**src/rtl/mmarb_pkg.sv**
```systemverilog
package mmarb_pkg;
  localparam int CTRL_MASTER_BIT = 1;
  localparam int CTRL_XMIT_BIT   = 0;

  typedef struct packed {
    logic master;
    logic xmit;
  } mode_t;

  function automatic mode_t decode_ctrl(input logic [1:0] w);
    mode_t m;
    m.master = w[CTRL_MASTER_BIT];
    m.xmit   = w[CTRL_XMIT_BIT];
    return m;
  endfunction
endpackage

```
**src/rtl/mmarb_edge.sv**
```systemverilog
module mmarb_edge (
  input  logic clk,
  input  logic rst_n,
  input  logic lvl,
  output logic rise,
  output logic fall
);
  logic lvl_q;

  always_ff @(posedge clk) begin
    if (!rst_n) lvl_q <= 1'b1;
    else        lvl_q <= lvl;
  end

  assign rise = lvl & ~lvl_q;
  assign fall = ~lvl & lvl_q;
endmodule

```
**src/rtl/mmarb_sclgen.sv**
```systemverilog
module mmarb_sclgen #(
  parameter int HALF = 4
) (
  input  logic clk,
  input  logic rst_n,
  input  logic run,
  output logic low_ph
);
  localparam int HW = (HALF > 1) ? $clog2(HALF) : 1;
  logic [HW-1:0] hc;

  always_ff @(posedge clk) begin
    if (!rst_n || !run) begin
      hc     <= '0;
      low_ph <= 1'b1;
    end else if (hc == HW'(HALF - 1)) begin
      hc     <= '0;
      low_ph <= ~low_ph;
    end else begin
      hc <= hc + 1'b1;
    end
  end
endmodule

```
**src/rtl/mmarb_bitseq.sv**
```systemverilog
module mmarb_bitseq #(
  parameter int DATA_W = 8
) (
  input  logic              clk,
  input  logic              rst_n,
  input  logic              start,
  input  logic              start_msb,
  input  logic              busy,
  input  logic              rise,
  input  logic              fall,
  input  logic              sda_in,
  input  logic [DATA_W-1:0] tx_byte,
  output logic              tx_bit,
  output logic              drv_en,
  output logic              byte_done,
  output logic [DATA_W-1:0] rx_byte
);
  localparam int CW = $clog2(DATA_W + 2);
  logic [CW-1:0] cnt;

  function automatic logic pick(input logic [DATA_W-1:0] v, input logic [CW-1:0] i);
    logic r;
    r = 1'b1;
    for (int j = 0; j < DATA_W; j++)
      if (int'(i) == DATA_W - 1 - j) r = v[j];
    return r;
  endfunction

  assign byte_done = busy & fall & (cnt == CW'(DATA_W + 1));

  always_ff @(posedge clk) begin
    if (!rst_n) begin
      cnt     <= '0;
      tx_bit  <= 1'b1;
      drv_en  <= 1'b0;
      rx_byte <= '0;
    end else if (start) begin
      cnt    <= '0;
      tx_bit <= start_msb;
      drv_en <= 1'b1;
    end else if (busy) begin
      if (rise) begin
        cnt <= cnt + 1'b1;
        if (cnt < CW'(DATA_W)) rx_byte <= {rx_byte[DATA_W-2:0], sda_in};
      end
      if (fall) begin
        if (cnt == CW'(DATA_W))    drv_en <= 1'b0;
        else if (cnt < CW'(DATA_W)) tx_bit <= pick(tx_byte, cnt);
      end
    end
  end
endmodule

```
**src/rtl/mm_arb_xmit.sv**
```systemverilog
module mm_arb_xmit
  import mmarb_pkg::*;
#(
  parameter int DATA_W = 8,
  parameter int HALF   = 4
) (
  input  logic              clk,
  input  logic              rst_n,
  input  logic              scl_in,
  input  logic              sda_in,
  output logic              scl_pull,
  output logic              sda_pull,
  input  logic              db_wr,
  input  logic              db_rd,
  input  logic [DATA_W-1:0] db_wdata,
  output logic [DATA_W-1:0] db_rdata,
  input  logic              ctrl_wr,
  input  logic [1:0]        ctrl_wdata,
  output logic              mode_master,
  output logic              mode_xmit,
  output logic              arb_lost,
  output logic              pin_n,
  output logic              irq
);
  mode_t             mode_q;
  logic              busy, hold, lost_q, pin_q, irq_q;
  logic [DATA_W-1:0] txb, db_q, rx_byte;
  logic              scl_rise, scl_fall, low_ph, tx_bit, drv_en;
  logic              start, run_gen, arb_mismatch, byte_done, access_clr;

  assign start        = db_wr & ~busy & mode_q.master & mode_q.xmit;
  assign run_gen      = busy & mode_q.master;
  assign access_clr   = db_wr | db_rd | ctrl_wr;
  assign arb_mismatch = busy & mode_q.master & mode_q.xmit & drv_en
                        & scl_rise & (sda_in != tx_bit);

  mmarb_edge u_edge (
    .clk(clk), .rst_n(rst_n), .lvl(scl_in), .rise(scl_rise), .fall(scl_fall)
  );

  mmarb_sclgen #(.HALF(HALF)) u_gen (
    .clk(clk), .rst_n(rst_n), .run(run_gen), .low_ph(low_ph)
  );

  mmarb_bitseq #(.DATA_W(DATA_W)) u_seq (
    .clk(clk), .rst_n(rst_n), .start(start), .start_msb(db_wdata[DATA_W-1]),
    .busy(busy), .rise(scl_rise), .fall(scl_fall), .sda_in(sda_in),
    .tx_byte(txb), .tx_bit(tx_bit), .drv_en(drv_en), .byte_done(byte_done),
    .rx_byte(rx_byte)
  );

  always_ff @(posedge clk) begin
    if (!rst_n) begin
      mode_q <= '0;
      busy   <= 1'b0;
      hold   <= 1'b0;
      lost_q <= 1'b0;
      pin_q  <= 1'b1;
      irq_q  <= 1'b0;
      txb    <= '0;
      db_q   <= '0;
    end else begin
      irq_q <= byte_done;
      if (start)          busy <= 1'b1;
      else if (byte_done) busy <= 1'b0;

      if (arb_mismatch)         mode_q <= '0;
      else if (ctrl_wr && !busy) mode_q <= decode_ctrl(ctrl_wdata);

      if (arb_mismatch)    lost_q <= 1'b1;
      else if (access_clr) lost_q <= 1'b0;

      if (byte_done)       pin_q <= 1'b0;
      else if (access_clr) pin_q <= 1'b1;

      if (byte_done)       hold <= 1'b1;
      else if (access_clr) hold <= 1'b0;

      if (start) txb <= db_wdata;

      if (byte_done)  db_q <= rx_byte;
      else if (db_wr) db_q <= db_wdata;
    end
  end

  assign scl_pull    = (run_gen & low_ph) | hold;
  assign sda_pull    = busy & mode_q.master & mode_q.xmit & drv_en & ~tx_bit;
  assign db_rdata    = db_q;
  assign mode_master = mode_q.master;
  assign mode_xmit   = mode_q.xmit;
  assign arb_lost    = lost_q;
  assign pin_n       = pin_q;
  assign irq         = irq_q;
endmodule

```
**config.mk**
```make
export PLATFORM = sky130hd
export DESIGN_NAME = mm_arb_xmit
export DESIGN_NICKNAME = d
export VERILOG_FILES = /design/src/rtl/mmarb_pkg.sv /design/src/rtl/mmarb_edge.sv /design/src/rtl/mmarb_sclgen.sv /design/src/rtl/mmarb_bitseq.sv /design/src/rtl/mm_arb_xmit.sv
export SDC_FILE = /design/constraint.sdc
export NUM_CORES = 1
export LEC_CHECK = 0
export ABC_AREA = 1
export BUFFER_PORTS_ARGS = -buffer_cell sky130_fd_sc_hd__buf_2
export CORE_MARGIN = 3
export CORE_UTILIZATION = 55
export DETAILED_ROUTE_END_ITERATION = 10
export GPL_TIMING_DRIVEN = 0
export PLACE_DENSITY = 0.78
export SLEW_MARGIN = 25
export SYNTH_ARGS = -nofsm -noshare
export SYNTH_HDL_FRONTEND = slang
export SYNTH_HIERARCHICAL = 1
export SYNTH_SLANG_ARGS = --single-unit
```
**constraint.sdc**
```tcl
create_clock -name clk -period 1.63 [get_ports clk]
set_input_delay 0.489 -clock clk [delete_from_list [all_inputs] [get_ports clk]]
set_output_delay 0.489 -clock clk [all_outputs]
set_load 0.01 [all_outputs]
```
==> impl_metrics.json <==
{
  "gr-total-overflow": 0,
  "die_w_um": 64.1,
  "critPathCaptureType": "output port",
  "initial_utilization": 0.594,
  "placed_cell_area_mm2": 0.00207,
  "yosysMostFrequentCell": "nand2_1",
  "critPathLaunchType": "flop",
  "final_cell_area_mm2": 0.00218,
  "io_pins": 32,
  "rsz0062_at_grt": "yes",
  "cts_tree": "yes",
  "hold_path_class": "input port to flop",
  "fmax_mhz": 630,
  "yosysWarnings": 6,
  "n_antenna_cell": 0,
  "max_slew.worst_pin.slew_ns": 0.319,
  "syn2layout_area_growth_pct": 17.6,
  "drc": 0,
  "design.die.area_mm2": 0.00411,
  "seqCellArea_um2": 830,
  "ant_nets": 0,
  "wirelength_um": 3840,
  "yosys_most_used_dff": "dfxtp_1",
  "yosysTopAreaCell": "dfxtp_1",
  "ctsHoldBuffers": 0,
  "crit_arrival_ns": 1.10,
  "synth.area.top_cells": "dfxtp_1 (44%), nand2_1 (14%), nor2_1 (11%)",
  "peakVddDrop_mv": 0.545,
  "syn_area_mm2": 0.00186,
  "vias_per_cell": 4.83,
  "setup_viol": 0,
  "synth_seq_cells": 41,
  "num_rows": 20,
  "fin_nets": 336,
  "drv_slew": 0,
  "ys_top_cells_by_count": "nand2_1 (71), nor2_1 (55), dfxtp_1 (41), inv_1 (35), o21ai_0 (22)",
  "htree_levels": 2,
  "clk-insertion-delay-late_ns": 0.35,
  "cts_buffers": 5,
  "fin_crit_ns": 1.59,
  "synth_edf_count": 0,
  "syn_area_per_cell_um2": 6.78,
  "crit_type": "flop to output port",
  "initialDrtViolationCount": 105,
  "wl_per_cell_um": 10.7,
  "synth_async_sr_flop_share": 0,
  "place_ws_ns": -0.0589,
  "fin_crit_sh": 0.974,
  "setup_tns_ns": 0,
  "slew_headroom": 0.786,
  "hold_slack_ns": 0.343,
  "grt_max_degree": 14,
  "cts.sinks": 41,
  "antenna_found_initial": 0,
  "coreArea_mm2": 0.00313,
  "crit_fanout": 3,
  "root_buffer": "clkbuf_4",
  "path_clk_slew_ns": 0.11,
  "p_leak_nw": 1.19,
  "power.density_mw_per_mm2": 756,
  "gp_congestion": 0.801,
  "setup_slack_ns": 0.0424,
  "synth.distinct_cells": 22,
  "gr-usage-all-layers": 0.220,
  "grt_first_pass_wirelength_um": 6960,
  "clockBufferDepth": 2,
  "syn_nets": 296,
  "synth_seq_area_share": 0.442,
  "final_core_util": 0.698,
  "status": "complete, no violations",
  "dpl.hpwl_um": 2910,
  "grt_pass1_vias": 1613,
  "hold_violations": 0,
  "via_count": 1733,
  "synth_cells": 274,
  "yosysTopAreaCellShare": 0.442,
  "portBuffers": 31,
  "multiInputGateArea_um2": 888,
  "fin_skew_ns": 0.00926,
  "drv_cap": 0,
  "drive_gt1_frac": 0.210,
  "die_h_um": 64.1,
  "critPathRequiredTime_ns": 1.14,
  "n_fill_cell": 301,
  "first_pass_iters": 4
}
==> cell type report <==
type / count / share of cell area
Clock buffer: 5 / 0.0172
Timing Repair Buffer: 33 / 0.0779
Tap cell: 44 / 0.0252
Buffer: 5 / 0.0166
Multi-Input combinational cell: 189 / 0.407
Sequential cell: 41 / 0.380
Clock inverter: 3 / 0.00802
Inverter: 39 / 0.0682
==> flip-flops by register name, indices dropped and copies added (netlist names), 2 cells and up <==
signal and count:
u_seq/cnt 4, db_rdata 8, u_gen/hc 2, txb 8, u_seq/rx_byte 8
==> what timing repair did <==
action | CTS | global route
gates resized for setup | 6 | 11
endpoints found under the setup margin | 2 | 14
setup buffers | 2 | 0
hold endpoints to repair | 0 | 0
pin swaps | 0 | 2
==> path summary, 6_finish.rpt <==
kind                                    from      endpoint  slack (ns)  cells after the start
worst min register to register   u_gen/hc[0]   u_gen/hc[0]        0.43                      1
worst min-delay path                  scl_in  u_edge/lvl_q        0.34                      3
worst max register to register  u_seq/cnt[1]         pin_n        0.16                      8
worst max-delay path                    busy      scl_pull        0.04                      4
==> critical path, cell delays in order, from the launching register on <==
cell and delay [ns]:
dfxtp_4 0.37, nand2_4 0.08, inv_4 0.04, a21o_1 0.14, buf_2 0.13
==> cell usage in the layout (no fill, tap or decap), types with 3 or more instances in the layout <==
cell type and count:
dfxtp_1 36, o21ai_0 22, nor2_1 53, nand3_1 15, dfxtp_2 4, inv_1 34
nor2_4 3, nand2_1 70, ha_1 5, clkbuf_4 6, inv_2 4, a21oi_1 8
buf_4 3, buf_2 31
==> report_power, final <==
| part | switching, mW | internal, mW | total [mW] |
|---|---|---|---|
| registers | 0.0112 | 1.02 | 1.03 |
| logic | 0.0765 | 0.0529 | 0.129 |
| clock network | 0.327 | 0.163 | 0.490 |
==> metrics by stage <==
step                      instances  power (mW)
final                           359        1.65
after global routing            359        1.75
after CTS                       359        1.67
after detailed placement        349        1.18
after global placement          349        1.18
after floorplan                 274        1.12
==> kinds of logic after synthesis <==
| family | count (synthesis) | share of synthesized area |
|---|---|---|
| DFF | 41 | 0.442 |
| adders and majority gates | 5 | 0.0337 |
| and+or+nand+nor | 151 | 0.336 |
| AOI/OAI and AO/OA | 33 | 0.0916 |
| buffers and inverters | 44 | 0.0970 |
==> layer usage <==
metal | part of all wire | wire [um] | vias to the layer above | global-route usage
met1 | 0.48 | 1850 | 770 | 0.271
li1 | - | - | 919 | -
met2 | 0.44 | 1700 | 39 | 0.347
met4 | 0.018 | 71 | 0 | 0.100
met3 | 0.057 | 218 | 5 | 0.0756
met5 | 0 | 0 | - | 0
(Power assumes the default switching activity.)
